$ cat config.mk
export PLATFORM = sky130hd
export DESIGN_NAME = hdlc_rx_mask
export DESIGN_NICKNAME = d
export VERILOG_FILES = /design/src/rtl/hdlc_rx_pkg.sv /design/src/rtl/hdlc_rx_deframer.sv /design/src/rtl/hdlc_rx_fifo.sv /design/src/rtl/hdlc_rx_mask.sv
export SDC_FILE = /design/constraint.sdc
export NUM_CORES = 1
export LEC_CHECK = 0
export ABC_CLOCK_PERIOD_IN_PS = 3800
export BUFFER_PORTS_ARGS = -buffer_cell sky130_fd_sc_hd__clkbuf_2
export CORE_ASPECT_RATIO = 0.6
export CORE_MARGIN = 2
export CORE_UTILIZATION = 46
export DETAILED_ROUTE_END_ITERATION = 10
export GPL_ROUTABILITY_DRIVEN = 0
export PLACE_DENSITY_LB_ADDON = 0.05
export SLEW_MARGIN = 20
export SYNTH_ARGS = -nofsm -noshare
export SYNTH_HDL_FRONTEND = slang
export SYNTH_SLANG_ARGS = --single-unit
$ cat constraint.sdc
create_clock -name clk -period 3.8 [get_ports clk]
set_input_delay 0.76 -clock clk [delete_from_list [all_inputs] [get_ports clk]]
set_output_delay 0.76 -clock clk [all_outputs]
set_load 0.005 [all_outputs]
$ cat src/rtl/hdlc_rx_pkg.sv
package hdlc_rx_pkg;
  localparam logic [15:0] CRC_PRESET  = 16'hFFFF;
  localparam logic [15:0] CRC_POLY_R  = 16'h8408;
  localparam logic [15:0] CRC_RESIDUE = 16'hF0B8;
  localparam int          FLAG_ONES   = 6;

  typedef struct packed {
    logic ovf;
    logic misalign;
    logic abort;
    logic crc_err;
  } frm_stat_t;
endpackage

$ cat src/rtl/hdlc_rx_deframer.sv
module hdlc_rx_deframer
  import hdlc_rx_pkg::*;
#(
  parameter int BYTE_W = 8,
  parameter int SLOTS  = 8
) (
  input  logic                  clk,
  input  logic                  rst,
  input  logic                  cfg_framed,
  input  logic                  cfg_rate56,
  input  logic [2*BYTE_W-1:0]   cfg_addr,
  input  logic [2*BYTE_W-1:0]   cfg_mask,
  input  logic                  bit_valid,
  input  logic                  bit_in,
  output logic                  byte_wr,
  output logic [BYTE_W-1:0]     byte_data,
  output logic                  frame_open,
  output logic                  frame_end,
  output logic                  end_crc_err,
  output logic                  end_abort,
  output logic                  end_misalign
);
  localparam int SW   = $clog2(SLOTS);
  localparam int DLY  = FLAG_ONES + 1;
  localparam int OCW  = $clog2(DLY + 1);
  localparam int BCW  = $clog2(BYTE_W);
  localparam logic [SW-1:0]  DROP_SLOT = SW'(SLOTS - 1);
  localparam logic [BCW-1:0] LAST_BIT  = BCW'(BYTE_W - 1);

  logic [SW-1:0]      slot;
  logic [2:0]         ones;
  logic [DLY-1:0]     dly;
  logic [OCW-1:0]     occ;
  logic [BYTE_W-1:0]  asm_q, h0, h1;
  logic [BCW-1:0]     bitcnt;
  logic [1:0]         hc;
  logic               synced, accepted, addr_done;
  logic [15:0]        crc;

  logic take, is_flag, is_stuff, is_abort, push, pop, addr_ok;
  logic [BYTE_W-1:0] asm_n, tbyte;
  logic [15:0]       crc_n;

  always_comb begin
    take     = bit_valid && !(cfg_rate56 && slot == DROP_SLOT);
    is_flag  = !bit_in && ones == 3'(FLAG_ONES);
    is_stuff = !bit_in && ones == 3'(FLAG_ONES - 1);
    is_abort = bit_in && ones == 3'(FLAG_ONES);
    push     = bit_in ? (ones < 3'(FLAG_ONES)) : (ones < 3'(FLAG_ONES - 1));
    pop      = push && occ == OCW'(DLY);
    asm_n    = {dly[0], asm_q[BYTE_W-1:1]};
    tbyte    = {bit_in, asm_q[BYTE_W-1:1]};
    crc_n    = {1'b0, crc[15:1]} ^ ((crc[0] ^ dly[0]) ? CRC_POLY_R : 16'h0000);
    addr_ok  = ((({h1, h0} ^ cfg_addr) & ~cfg_mask) == '0);
  end

  always_ff @(posedge clk) begin
    if (rst) begin
      slot <= '0; ones <= '0; dly <= '0; occ <= '0; asm_q <= '0;
      h0 <= '0; h1 <= '0; bitcnt <= '0; hc <= '0; synced <= 1'b0;
      accepted <= 1'b0; addr_done <= 1'b0; crc <= CRC_PRESET;
      byte_wr <= 1'b0; byte_data <= '0; frame_open <= 1'b0; frame_end <= 1'b0;
      end_crc_err <= 1'b0; end_abort <= 1'b0; end_misalign <= 1'b0;
    end else begin
      byte_wr    <= 1'b0;
      frame_open <= 1'b0;
      frame_end  <= 1'b0;
      if (bit_valid) slot <= slot + SW'(1);
      if (take) begin
        if (!cfg_framed) begin
          synced <= 1'b0; accepted <= 1'b0; addr_done <= 1'b0;
          hc <= '0; occ <= '0;
          asm_q  <= tbyte;
          bitcnt <= bitcnt + BCW'(1);
          if (bitcnt == LAST_BIT) begin
            byte_wr   <= 1'b1;
            byte_data <= tbyte;
          end
        end else begin
          ones <= bit_in ? ((ones == 3'd7) ? 3'd7 : ones + 3'd1) : 3'd0;
          if (is_flag || is_abort) begin
            if (accepted) begin
              frame_end    <= 1'b1;
              end_crc_err  <= is_flag && (crc != CRC_RESIDUE);
              end_abort    <= is_abort;
              end_misalign <= is_flag && (bitcnt != '0);
            end
            synced <= is_flag; accepted <= 1'b0; addr_done <= 1'b0;
            hc <= '0; occ <= '0; bitcnt <= '0; crc <= CRC_PRESET;
          end else if (push) begin
            dly <= {bit_in, dly[DLY-1:1]};
            if (occ != OCW'(DLY)) occ <= occ + OCW'(1);
            if (pop) begin
              asm_q  <= asm_n;
              bitcnt <= bitcnt + BCW'(1);
              crc    <= crc_n;
              if (bitcnt == LAST_BIT) begin
                case (hc)
                  2'd0:    begin h0 <= asm_n; hc <= 2'd1; end
                  2'd1:    begin h1 <= asm_n; hc <= 2'd2; end
                  default: begin
                    h0 <= h1;
                    h1 <= asm_n;
                    if (synced) begin
                      if (!addr_done) begin
                        addr_done <= 1'b1;
                        if (addr_ok) begin
                          accepted   <= 1'b1;
                          frame_open <= 1'b1;
                          byte_wr    <= 1'b1;
                          byte_data  <= h0;
                        end
                      end else if (accepted) begin
                        byte_wr   <= 1'b1;
                        byte_data <= h0;
                      end
                    end
                  end
                endcase
              end
            end
          end
        end
      end
    end
  end

  // the ignored slot leaves the byte assembly and run counter untouched
  assert_slot_drop_R9: assert property (@(posedge clk) disable iff (rst)
    (bit_valid && cfg_rate56 && slot == DROP_SLOT) |=> ($stable(bitcnt) && $stable(ones)));

  // in framed mode only an accepted frame may write the FIFO
  assert_write_needs_accept_R4: assert property (@(posedge clk) disable iff (rst)
    (byte_wr && cfg_framed && $past(cfg_framed)) |-> accepted);

  // no frame end is reported while transparent
  assert_no_end_transparent_R8: assert property (@(posedge clk) disable iff (rst)
    (!cfg_framed && !$past(cfg_framed)) |-> !frame_end);
endmodule

$ cat src/rtl/hdlc_rx_fifo.sv
module hdlc_rx_fifo #(
  parameter int DEPTH  = 128,
  parameter int BYTE_W = 8,
  parameter int THR_LO = 64,
  parameter int THR_HI = 96
) (
  input  logic                            clk,
  input  logic                            rst,
  input  logic                            wr,
  input  logic [BYTE_W-1:0]               wd,
  input  logic                            rd,
  input  logic                            thr_hi,
  output logic [BYTE_W-1:0]               rd_data,
  output logic [$clog2(DEPTH+1)-1:0]      count,
  output logic                            thr_pulse,
  output logic                            drop
);
  localparam int AW = $clog2(DEPTH);
  localparam int CW = $clog2(DEPTH + 1);

  logic [BYTE_W-1:0] mem [DEPTH];
  logic [AW-1:0]     wptr, rptr;
  logic              full, wr_ok, rd_ok;
  logic [CW-1:0]     cnt_n, thr;

  always_comb begin
    full  = count == CW'(DEPTH);
    wr_ok = wr && !full;
    rd_ok = rd && count != '0;
    drop  = wr && full;
    cnt_n = count + CW'(wr_ok) - CW'(rd_ok);
    thr   = thr_hi ? CW'(THR_HI) : CW'(THR_LO);
  end

  always_ff @(posedge clk) begin
    if (wr_ok) mem[wptr] <= wd;
  end

  always_ff @(posedge clk) begin
    if (rst) begin
      wptr <= '0; rptr <= '0; count <= '0; rd_data <= '0; thr_pulse <= 1'b0;
    end else begin
      count     <= cnt_n;
      thr_pulse <= (cnt_n == thr) && (count != thr);
      if (wr_ok) wptr <= wptr + AW'(1);
      if (rd_ok) begin
        rd_data <= mem[rptr];
        rptr    <= rptr + AW'(1);
      end
    end
  end

  // fill level never exceeds the depth and holds when full
  assert_no_overflow_R12: assert property (@(posedge clk) disable iff (rst)
    count <= CW'(DEPTH));
  assert_full_holds_R12: assert property (@(posedge clk) disable iff (rst)
    (full && wr && !rd) |=> (count == CW'(DEPTH)));

  // a read of an empty FIFO changes nothing
  assert_empty_read_R13: assert property (@(posedge clk) disable iff (rst)
    (count == '0 && rd && !wr) |=> (count == '0 && $stable(rd_data)));
endmodule

$ cat src/rtl/hdlc_rx_mask.sv
module hdlc_rx_mask
  import hdlc_rx_pkg::*;
#(
  parameter int FIFO_DEPTH = 128,
  parameter int BYTE_W     = 8,
  parameter int THR_LO     = 64,
  parameter int THR_HI     = 96,
  parameter int SLOTS      = 8
) (
  input  logic                             clk,
  input  logic                             rst,
  input  logic                             cfg_framed,
  input  logic                             cfg_rate56,
  input  logic                             cfg_thr_hi,
  input  logic [2*BYTE_W-1:0]              cfg_addr,
  input  logic [2*BYTE_W-1:0]              cfg_mask,
  input  logic                             bit_valid,
  input  logic                             bit_in,
  input  logic                             rd_en,
  output logic [BYTE_W-1:0]                rd_data,
  output logic [$clog2(FIFO_DEPTH+1)-1:0]  rd_count,
  output logic                             irq_rmr,
  output logic                             frame_done,
  output logic [3:0]                       frame_stat
);
  logic              byte_wr, frame_open, frame_end;
  logic              end_crc_err, end_abort, end_misalign;
  logic [BYTE_W-1:0] byte_data;
  logic              thr_pulse, drop, ovf_seen;
  frm_stat_t         stat_q;

  hdlc_rx_deframer #(.BYTE_W(BYTE_W), .SLOTS(SLOTS)) u_deframer (
    .clk(clk), .rst(rst), .cfg_framed(cfg_framed), .cfg_rate56(cfg_rate56),
    .cfg_addr(cfg_addr), .cfg_mask(cfg_mask), .bit_valid(bit_valid), .bit_in(bit_in),
    .byte_wr(byte_wr), .byte_data(byte_data), .frame_open(frame_open),
    .frame_end(frame_end), .end_crc_err(end_crc_err), .end_abort(end_abort),
    .end_misalign(end_misalign)
  );

  hdlc_rx_fifo #(.DEPTH(FIFO_DEPTH), .BYTE_W(BYTE_W), .THR_LO(THR_LO), .THR_HI(THR_HI)) u_fifo (
    .clk(clk), .rst(rst), .wr(byte_wr), .wd(byte_data), .rd(rd_en), .thr_hi(cfg_thr_hi),
    .rd_data(rd_data), .count(rd_count), .thr_pulse(thr_pulse), .drop(drop)
  );

  always_ff @(posedge clk) begin
    if (rst) begin
      ovf_seen   <= 1'b0;
      stat_q     <= '0;
      frame_done <= 1'b0;
      irq_rmr    <= 1'b0;
    end else begin
      if (frame_open)  ovf_seen <= drop;
      else if (drop)   ovf_seen <= 1'b1;
      frame_done <= frame_end;
      irq_rmr    <= thr_pulse || frame_end;
      if (frame_end) begin
        stat_q.ovf      <= ovf_seen;
        stat_q.misalign <= end_misalign;
        stat_q.abort    <= end_abort;
        stat_q.crc_err  <= end_crc_err;
      end
    end
  end

  assign frame_stat = stat_q;

  // the cycle after reset shows an empty FIFO and quiet outputs
  assert_reset_quiet_R1: assert property (@(posedge clk)
    $past(rst) |-> (rd_count == '0 && !irq_rmr && !frame_done));

  // every frame end is accompanied by the message-ready pulse
  assert_end_irq_R11: assert property (@(posedge clk) disable iff (rst)
    frame_done |-> irq_rmr);
endmodule

==> impl_metrics.yaml <==
detailed_routing:
  dr.pass1.iters: 5
  antenna_left: 0
  wl_per_cell_um: 28.4
  routed_wl_mm: 119
  drt_drc_violations_left: 0
  initialDrtViolationCount: 2788
  viasPerCell: 5.91
  num_vias: 24715
sta:
  whs_ns: 0.416
  final.setup.tns_ns: 0
  fmax_ghz: 0.301
  max-slew-margin-rel_pct: 31.4
  rsz0062_at_grt: "no"
  tightest_slew_ns: 1.03
  fin_ws_ns: 0.479
  timing.final.max_slew_violations: 0
  layout_min_cycle_time_ns: 3.32
  finClkSkew_ns: 0.0294
  hold_viol: 0
  setup_viol: 0
  period_share_pct: 87.4
place:
  dp.final_hpwl_mm: 75.6
  place_area_um2: 48100
  place.port_buffers: 61
  dp_slack_ns: 0.462
floorplanning:
  row_count: 89
  die_area_um2: 102000
  start_util_pct: 46.5
  io_pins: 62
  fp.dieH_um: 248
  die_x_um: 411
  core_um2: 98400
status:
  status: "finished clean"
setup_path:
  worstSetupPathType: "register to register"
  crit_fanout: 4
  worstSetupEndpointType: "register"
  critPathArrivalTime_ns: 3.91
  worstSetupStartpoint: "u_fifo.count[5]"
  timing.rr.start: "u_fifo.count[5]"
  start_kind: "register"
  worstPathRequired_ns: 4.39
hold_path:
  hold_start: "bit_valid"
  hp-class: "primary input to register"
yosys:
  synth.avg_cell_area_um2: 17.6
  synth_area_um2: 45800
  async_flop_share_pct: 0
  synth.yosys.seq_area_share_pct: 72.2
  syn_nets: 2674
  synth_top_area_share_pct: 67.1
  yosysTopAreaCell: "edfxtp_1"
  yosys_warnings: 0
  synth_seq_cells: 1139
  synth_edf_count: 1024
  yosys-top-cells-area: "edfxtp_1, mux2i_1, mux4_2"
  synth_cell_type_count: 86
  synthCells: 2609
  synthFlopType: "edfxtp_1"
clocking:
  post_cts_resized: 0
  path_clk_slew_ns: 0.07
  cts_hold_buf: 0
  cts_buffers: 104
  postCtsSetupBuffers: 0
  htree_levels: 3
  cts_tree: "yes"
  cts_buffer_depth: 3
  root_buffer: "clkbuf_16"
  clock-sinks: 1139
  clk_latency_ns: 0.72
global_route:
  antenna_found_initial: 3
  busiest_layer: "met1"
  grt_use_met2_pct: 31.9
  grt_use_total_pct: 23.4
  grt_pass1_wl_mm: 173
  grt_max_degree: 99
  grtUsageMet3_pct: 6.02
  overflow: 0
  use_met1_pct: 37.7
  first_global_vias: 24269
power:
  ir_worst_vdd_mv: 0.369
  power.density_nw_per_um2: 533
  p_leak_nw: 14.9
cells_and_area:
  diodes: 0
  final_cell_area_um2: 51600
  regArea_um2: 33100
  fin_nets: 2843
  synthToLayoutAreaGrowth_pct: 12.8
  multi_input_area_um2: 11600
  fillers: 7898
  drive_gt1_share_pct: 18.6
run:
  cap_violations: 0
==> power breakdown <==
group	total (mW)	internal (mW)	switching [mW]
Sequential	13.6	13.5	0.139
Combinational	3.23	1.46	1.77
Clock	10.7	6.01	4.67
Total	27.5	21.0	6.58
==> cells in the mapped netlist (29+ instances only) <==
master    number
dfxtp_1      115
nand2_1       97
nand3_1       29
a21oi_1       47
o22ai_1       72
o21ai_0       41
nor2_1       237
mux4_2       126
buf_6         32
mux4_1        32
clkbuf_1      54
mux2i_1      294
buf_2         30
edfxtp_1    1024
==> final timing paths <==
path / slack, ns / end / depth (start not counted)
worst max-delay path: 0.48 / u_fifo.thr_pulse / 14
worst min-delay path: 0.42 / u_deframer.slot[1] / 3
worst max register to register: 0.48 / u_fifo.thr_pulse / 14
worst min register to register: 0.45 / irq_rmr / 2
==> layer usage <==
metal	wire, um	up-vias
li1	-	10746
met1	56800	12886
met2	49400	942
met3	10700	139
met4	2010	2
met5	20	-
==> flip-flops by register name, indices dropped and copies added, names as in the netlist, 4 cells and up <==
signal	count
u_fifo.rptr	7
u_fifo.mem	1024
u_deframer.crc	16
u_deframer.h1	8
frame_stat	4
u_deframer.dly	7
u_fifo.rd_data	8
u_fifo.wptr	7
u_deframer.byte_data	8
u_fifo.count	8
u_deframer.h0	8
u_deframer.asm_q	7
==> cells by family (layout without fill, tap and decap cells) <==
family / Yosys count / in the layout / synth area share [%]
DFF: 1139 / 1139 / 72.2
buffers and inverters: 173 / 429 / 2.40
muxes: 461 / 461 / 14.7
adders and majority gates: 25 / 25 / 0.699
and+or+nand+nor: 470 / 470 / 4.61
AOI/OAI and AO/OA: 306 / 306 / 4.74
xor gates and xnor gates: 35 / 35 / 0.699
==> layout by cell type (no fill, tap or decap), types with 18 or more instances in the layout <==
| cell | count |
|---|---|
| o21ai_0 | 41 |
| nand4_1 | 20 |
| mux4_2 | 126 |
| nand3_1 | 29 |
| clkinv_1 | 22 |
| mux4_1 | 32 |
| clkbuf_2 | 60 |
| buf_4 | 133 |
| edfxtp_1 | 1024 |
| o22ai_1 | 72 |
| nor2_1 | 236 |
| dfxtp_1 | 103 |
| mux2i_1 | 294 |
| clkbuf_1 | 19 |
| nand2_1 | 97 |
| nor2b_1 | 23 |
| a21oi_1 | 47 |
| inv_1 | 21 |
| clkbuf_16 | 106 |
| ha_1 | 24 |
| xnor2_1 | 23 |
| a311oi_1 | 18 |
| a22oi_1 | 20 |
==> layout make-up <==
type                            instances  share of cell area, %
Sequential cell                      1139                   64.1
Multi-Input combinational cell       1297                   22.5
Clock buffer                          132                   5.46
Timing Repair Buffer                  213                   3.33
Tap cell                             1319                   3.20
Clock inverter                         61                   1.22
Inverter                               23                  0.167
==> through the flow <==
step           util (%)  instances  power, mW
2_1_floorplan         -       2609       16.2
3_3_place_gp       48.9       3987       17.1
3_5_place_dp       48.9       3988       17.1
4_1_cts            52.4       4181       27.7
5_1_grt            52.5       4184       28.5
6_report           52.5       4184       27.5
==> worst max-delay path, cell delays in order (launching register included) <==
cell,delay [ns]
dfxtp_1,0.35
inv_1,0.09
ha_1,0.14
nand3b_1,0.16
o21ai_2,0.20
clkinv_1,0.11
ha_1,0.28
inv_1,0.04
ha_1,0.18
a21o_1,0.18
a21oi_1,0.26
o21bai_1,0.11
a2111oi_0,0.72
nor3_1,0.13
o2111a_1,0.27
(Power assumes the default switching activity.)
